[src/rtl/rv_alu_pkg.sv]
package rv_alu_pkg;
  localparam int unsigned OP_W = 4;

  typedef enum logic [OP_W-1:0] {
    ALU_ADD   = 4'd0,
    ALU_SUB   = 4'd1,
    ALU_SLL   = 4'd2,
    ALU_SRL   = 4'd3,
    ALU_SRA   = 4'd4,
    ALU_SLT   = 4'd5,
    ALU_XOR   = 4'd6,
    ALU_OR    = 4'd7,
    ALU_AND   = 4'd8,
    ALU_MUL   = 4'd9,
    ALU_MULHU = 4'd10,
    ALU_DIVU  = 4'd11,
    ALU_REMU  = 4'd12,
    ALU_RSV0  = 4'd13,
    ALU_RSV1  = 4'd14,
    ALU_RSV2  = 4'd15
  } alu_op_e;
endpackage

[src/rtl/alu_shifter.sv]
module alu_shifter #(
  parameter int unsigned W   = 32,
  parameter int unsigned SHW = $clog2(W)
) (
  input  logic [W-1:0]   data_i,
  input  logic [SHW-1:0] shamt_i,
  input  logic           left_i,
  input  logic           arith_i,
  output logic [W-1:0]   res_o
);
  logic [W-1:0] rev_in, rev_out;
  logic [W-1:0] stg [0:SHW];
  logic         fill;

  // left shifts reuse the right shifter on bit-reversed data
  for (genvar i = 0; i < W; i++) begin : g_rev
    assign rev_in[i]  = data_i[W-1-i];
    assign rev_out[i] = stg[SHW][W-1-i];
  end

  assign fill   = arith_i & ~left_i & data_i[W-1];
  assign stg[0] = left_i ? rev_in : data_i;

  for (genvar k = 0; k < SHW; k++) begin : g_stage
    localparam int unsigned D = 1 << k;
    assign stg[k+1] = shamt_i[k] ? {{D{fill}}, stg[k][W-1:D]} : stg[k];
  end

  assign res_o = left_i ? rev_out : stg[SHW];

  always_comb begin

    sra_fill_chk: assert (!(arith_i && !left_i && data_i[W-1]) || res_o[W-1])
      else $error("arithmetic shift lost sign fill");

    srl_fill_chk: assert (!(!arith_i && !left_i && shamt_i != '0) || !res_o[W-1])
      else $error("logical right shift filled with one");
  end
endmodule

[src/rtl/alu_mult.sv]
module alu_mult #(
  parameter int unsigned W = 32
) (
  input  logic [W-1:0] a_i,
  input  logic [W-1:0] b_i,
  output logic [W-1:0] lo_o,
  output logic [W-1:0] hi_o
);
  localparam int unsigned PW = 2 * W;

  logic [PW-1:0] acc [0:W];
  logic [PW-1:0] a_ext;

  assign a_ext  = {{W{1'b0}}, a_i};
  assign acc[0] = '0;

  // unsigned shift-and-add array, one row per multiplier bit
  for (genvar i = 0; i < W; i++) begin : g_row
    assign acc[i+1] = acc[i] + (b_i[i] ? (a_ext << i) : '0);
  end

  assign lo_o = acc[W][W-1:0];
  assign hi_o = acc[W][PW-1:W];

  always_comb begin

    mul_unit_chk: assert (!(b_i == {{(W-1){1'b0}}, 1'b1}) || (lo_o == a_i && hi_o == '0))
      else $error("multiply by one did not pass operand");
  end
endmodule

[src/rtl/alu_divider.sv]
module alu_divider #(
  parameter int unsigned W = 32
) (
  input  logic [W-1:0] dvd_i,
  input  logic [W-1:0] dvs_i,
  output logic [W-1:0] quo_o,
  output logic [W-1:0] rem_o
);
  localparam int unsigned PW = 2 * W;

  logic [W-1:0] part [0:W];
  logic [W:0]   dvs_ext;

  assign part[0] = '0;
  assign dvs_ext = {1'b0, dvs_i};

  // restoring division, MSB of the dividend first
  for (genvar j = 0; j < W; j++) begin : g_step
    logic [W:0] trial;
    logic [W:0] diff;
    logic       ge;
    assign trial          = {part[j], dvd_i[W-1-j]};
    assign diff           = trial - dvs_ext;
    assign ge             = trial >= dvs_ext;
    assign quo_o[W-1-j]   = ge;
    assign part[j+1]      = ge ? diff[W-1:0] : trial[W-1:0];
  end

  assign rem_o = part[W];

  always_comb begin

    div_identity_chk: assert (dvs_i == '0 ||
      ({{W{1'b0}}, quo_o} * {{W{1'b0}}, dvs_i} + {{W{1'b0}}, rem_o}) == {{W{1'b0}}, dvd_i})
      else $error("quotient and remainder do not rebuild dividend");

    rem_bound_chk: assert (dvs_i == '0 || rem_o < dvs_i)
      else $error("remainder not below divisor");

    div_zero_chk: assert (dvs_i != '0 || (quo_o == '1 && rem_o == dvd_i))
      else $error("divide by zero result wrong");
  end

  logic [PW-1:0] unused_pw;
  assign unused_pw = '0;
endmodule

[src/rtl/rv_int_alu.sv]
module rv_int_alu
  import rv_alu_pkg::*;
#(
  parameter int unsigned W = 32
) (
  input  logic [W-1:0]    a_i,
  input  logic [W-1:0]    b_i,
  input  logic [OP_W-1:0] op_i,
  output logic [W-1:0]    res_o
);
  localparam int unsigned SHW = $clog2(W);

  alu_op_e      op;
  logic         sub_en;
  logic [W-1:0] sum, shf_res, mul_lo, mul_hi, quo, rem;
  logic         lt;

  assign op     = alu_op_e'(op_i);
  assign sub_en = (op == ALU_SUB) || (op == ALU_SLT);
  assign sum    = a_i + (b_i ^ {W{sub_en}}) + {{(W-1){1'b0}}, sub_en};
  assign lt     = (a_i[W-1] ^ b_i[W-1]) ? a_i[W-1] : sum[W-1];

  alu_shifter #(.W(W), .SHW(SHW)) u_shift (
    .data_i  (a_i),
    .shamt_i (b_i[SHW-1:0]),
    .left_i  (op == ALU_SLL),
    .arith_i (op == ALU_SRA),
    .res_o   (shf_res)
  );

  alu_mult #(.W(W)) u_mult (
    .a_i  (a_i),
    .b_i  (b_i),
    .lo_o (mul_lo),
    .hi_o (mul_hi)
  );

  alu_divider #(.W(W)) u_div (
    .dvd_i (a_i),
    .dvs_i (b_i),
    .quo_o (quo),
    .rem_o (rem)
  );

  always_comb begin
    unique case (op)
      ALU_ADD, ALU_SUB:          res_o = sum;
      ALU_SLL, ALU_SRL, ALU_SRA: res_o = shf_res;
      ALU_SLT:                   res_o = {{(W-1){1'b0}}, lt};
      ALU_XOR:                   res_o = a_i ^ b_i;
      ALU_OR:                    res_o = a_i | b_i;
      ALU_AND:                   res_o = a_i & b_i;
      ALU_MUL:                   res_o = mul_lo;
      ALU_MULHU:                 res_o = mul_hi;
      ALU_DIVU:                  res_o = quo;
      ALU_REMU:                  res_o = rem;
      default:                   res_o = '0;
    endcase
  end

  always_comb begin

    sub_self_chk: assert (!(op == ALU_SUB && a_i == b_i) || res_o == '0)
      else $error("self subtract not zero");

    slt_sign_chk: assert (!(op == ALU_SLT && a_i[W-1] && !b_i[W-1]) || res_o == 1)
      else $error("negative not below non-negative");
  end
endmodule

[config.mk]
export PLATFORM = sky130hd
export DESIGN_NAME = rv_int_alu
export DESIGN_NICKNAME = d
export VERILOG_FILES = /design/src/rtl/rv_alu_pkg.sv /design/src/rtl/alu_shifter.sv /design/src/rtl/alu_mult.sv /design/src/rtl/alu_divider.sv /design/src/rtl/rv_int_alu.sv
export SDC_FILE = /design/constraint.sdc
export NUM_CORES = 2
export LEC_CHECK = 0
export CAP_MARGIN = 15
export CORE_MARGIN = 1
export CORE_UTILIZATION = 40
export DETAILED_ROUTE_END_ITERATION = 8
export DONT_BUFFER_PORTS = 1
export GPL_TIMING_DRIVEN = 0
export PLACE_DENSITY = 0.55
export SYNTH_ARGS = -nofsm -noshare
export SYNTH_HDL_FRONTEND = slang
export SYNTH_HIERARCHICAL = 1
export SYNTH_SLANG_ARGS = --single-unit
[constraint.sdc]
create_clock -name vclk -period 360.4
set_clock_uncertainty 0.1 [all_clocks]
set_input_delay 18.02 -clock vclk [all_inputs]
set_output_delay 18.02 -clock vclk [all_outputs]
set_load 0.01 [all_outputs]
==> flow_summary_export.csv <==
group,metric,value,unit
routing,drc_errors,0,
routing,dr.first_iter.drc_count,10624,
final_layout,design.seq.count,0,
global_route,grt_max_degree,45,
timing,hold_violations,0,
placement,placed_area,106000,µm²
yosys,synthTopCellsByArea,"fa_1 19%, ha_1 17%, mux2_2 7.1%",
floorplan,die_h,504,µm
yosys,synthesis.instances,13348,
floorplan,ios,100,
min_path,hold_path.class,"primary input to output pin",
final_layout,seqCellArea,0,µm²
setup_path,crit_path_end,"res_o[28]",
placement,place_hpwl,356000,µm
global_route,globalRouteOverflowTotal,0,
timing,rsz0062_at_grt,"no",
setup_path,cp-start-kind,"primary input",
global_route,antenna_found_initial,31,
floorplan,coreArea,251000,µm²
timing,max-slew-margin-rel,0.0284,
final_layout,fin_nets,15773,
routing,drtPass1Iterations,8,
yosys,netlist.area_leader.share,0.185,
final_layout,drive_gt1_frac,0.0820,
clock_tree,ctsHoldBuffers,0,
floorplan,num_rows,184,
floorplan,chipWidth,504,µm
setup_path,cp_slowest_cell,"a2111oi_0",
global_route,grt_pass1_vias,94855,
setup_path,cp-end-kind,"output pin",
yosys,syn-cell-area,101000,µm²
yosys,synth_top_area_cell,"fa_1",
timing,fmax,0.00421,GHz
yosys,yosys_warnings,6,
routing,antenna_left,0,
placement,portBuffers,0,
timing,worst_slew_pin_slew,1.46,ns
routing,via_count,100944,
min_path,min_from,"a_i[28]",
yosys,syn_nets,15697,
setup_path,path_common_cell,"o21ai_0",
setup_path,crit_type,"primary input to output pin",
routing,drt-wirelength-per-cell,26.2,µm
floorplan,dieArea,254000,µm²
setup_path,arrival,219.21,ns
final_layout,stdcell_area,107000,µm²
yosys,ys_top_cells_by_count,"1595 x nand2_1, 1512 x inv_1, 1347 x ha_1",
floorplan,start_util,0.402,
setup_path,setup.worst_path.start,"b_i[1]",
timing,post-route-period-util,0.659,
global_route,grt_usage,0.332,
job,maxCapViolations,0,
routing,drt-total-wl,439000,µm
setup_path,path_max_fanout,39,
final_layout,area.growth.synth_to_final,5.49,%
final_layout,clkbuf_count,0,
timing,slew_violations,0,
timing,holdWs,36.54,ns
yosys,seq_area_frac_synth,0,
run_status,status,"finished clean",
timing,finalCriticalPeriod,237.33,ns
timing,setup-violations-final,0,
routing,via_per_inst,6.01,
placement,place_congestion,1.06,
timing,finalSetupTns,0,ns
setup_path,max_stage_delay,1.04,ns
yosys,syn-mean-instance-area,7.57,µm²
clock_tree,cts_post_setup_buffers_inserted,0,
yosys,ys_types,134,
yosys,synth.most_common_cell,"nand2_1",
setup_path,cp_data_required_time,342.28,ns
clock_tree,post_cts_resized,0,
global_route,grt_pass1_wl,635000,µm
==> through the flow <==
step | cells | setup WS [ns] | utilization
floorplan | 13348 | 175.61 | -
global placement | 16696 | 125.20 | 0.419
detailed placement | 16754 | 128.11 | 0.423
CTS | 16754 | 126.97 | 0.423
global route | 16774 | 106.49 | 0.424
finish | 16804 | 123.07 | 0.424
==> placed cells by master (no fill, tap or decap), types with 387 or more instances in the layout <==
master	synthesis	final
inv_1	1512	1481
nand2_1	1595	1595
o21ai_0	749	747
xnor2_1	441	441
fa_1	934	934
mux2_2	640	640
ha_1	1347	1347
a21oi_1	718	718
a21o_1	387	387
nor2_1	1065	1065
==> worst min path at each step <==
stage | to | slack [ns] | depth (start not counted)
detailed placement | res_o[29] | 36.49 | 3
global placement | res_o[2] | 36.51 | 3
CTS | res_o[29] | 36.49 | 3
global route | res_o[29] | 36.51 | 3
finish | res_o[30] | 36.54 | 4
floorplan | res_o[2] | 36.24 | 3
==> cell families (layout without fill, tap and decap cells) <==
family / Yosys count / after routing / share of synthesized area
buffers and inverters: 2044 / 2118 / 0.0787
other: 0 / 34 / 0
and+or+nand+nor: 4186 / 4186 / 0.192
xor gates and xnor gates: 727 / 727 / 0.0630
muxes: 924 / 924 / 0.105
AOI/OAI and AO/OA: 3186 / 3186 / 0.208
adders and majority gates: 2281 / 2281 / 0.352
==> routing by layer <==
| metal | track usage | vias up | wire, µm |
|---|---|---|---|
| met5 | 0.00169 | - | 138 |
| met4 | 0.149 | 8 | 25200 |
| met1 | 0.439 | 48544 | 184000 |
| met3 | 0.0821 | 1092 | 44400 |
| met2 | 0.508 | 4860 | 186000 |
| li1 | - | 46440 | - |
==> critical path: cells and delay by family <==
family | cells | cell delay [ns]
fa+ha+maj | 40 | 12.98
mux | 15 | 5.92
simple gates | 125 | 24.84
buf+inv | 137 | 41.61
compound gates | 756 | 171.51
==> final cells by class <==
| cell class | count | area, µm² |
|---|---|---|
| Inverter | 1539 | 5810 |
| Fill cell | 26307 | 145000 |
| Antenna cell | 34 | 85.1 |
| Buffer | 505 | 2170 |
| Timing Repair Buffer | 74 | 1240 |
| Multi-Input combinational cell | 11304 | 93100 |
| Tap cell | 3348 | 4190 |
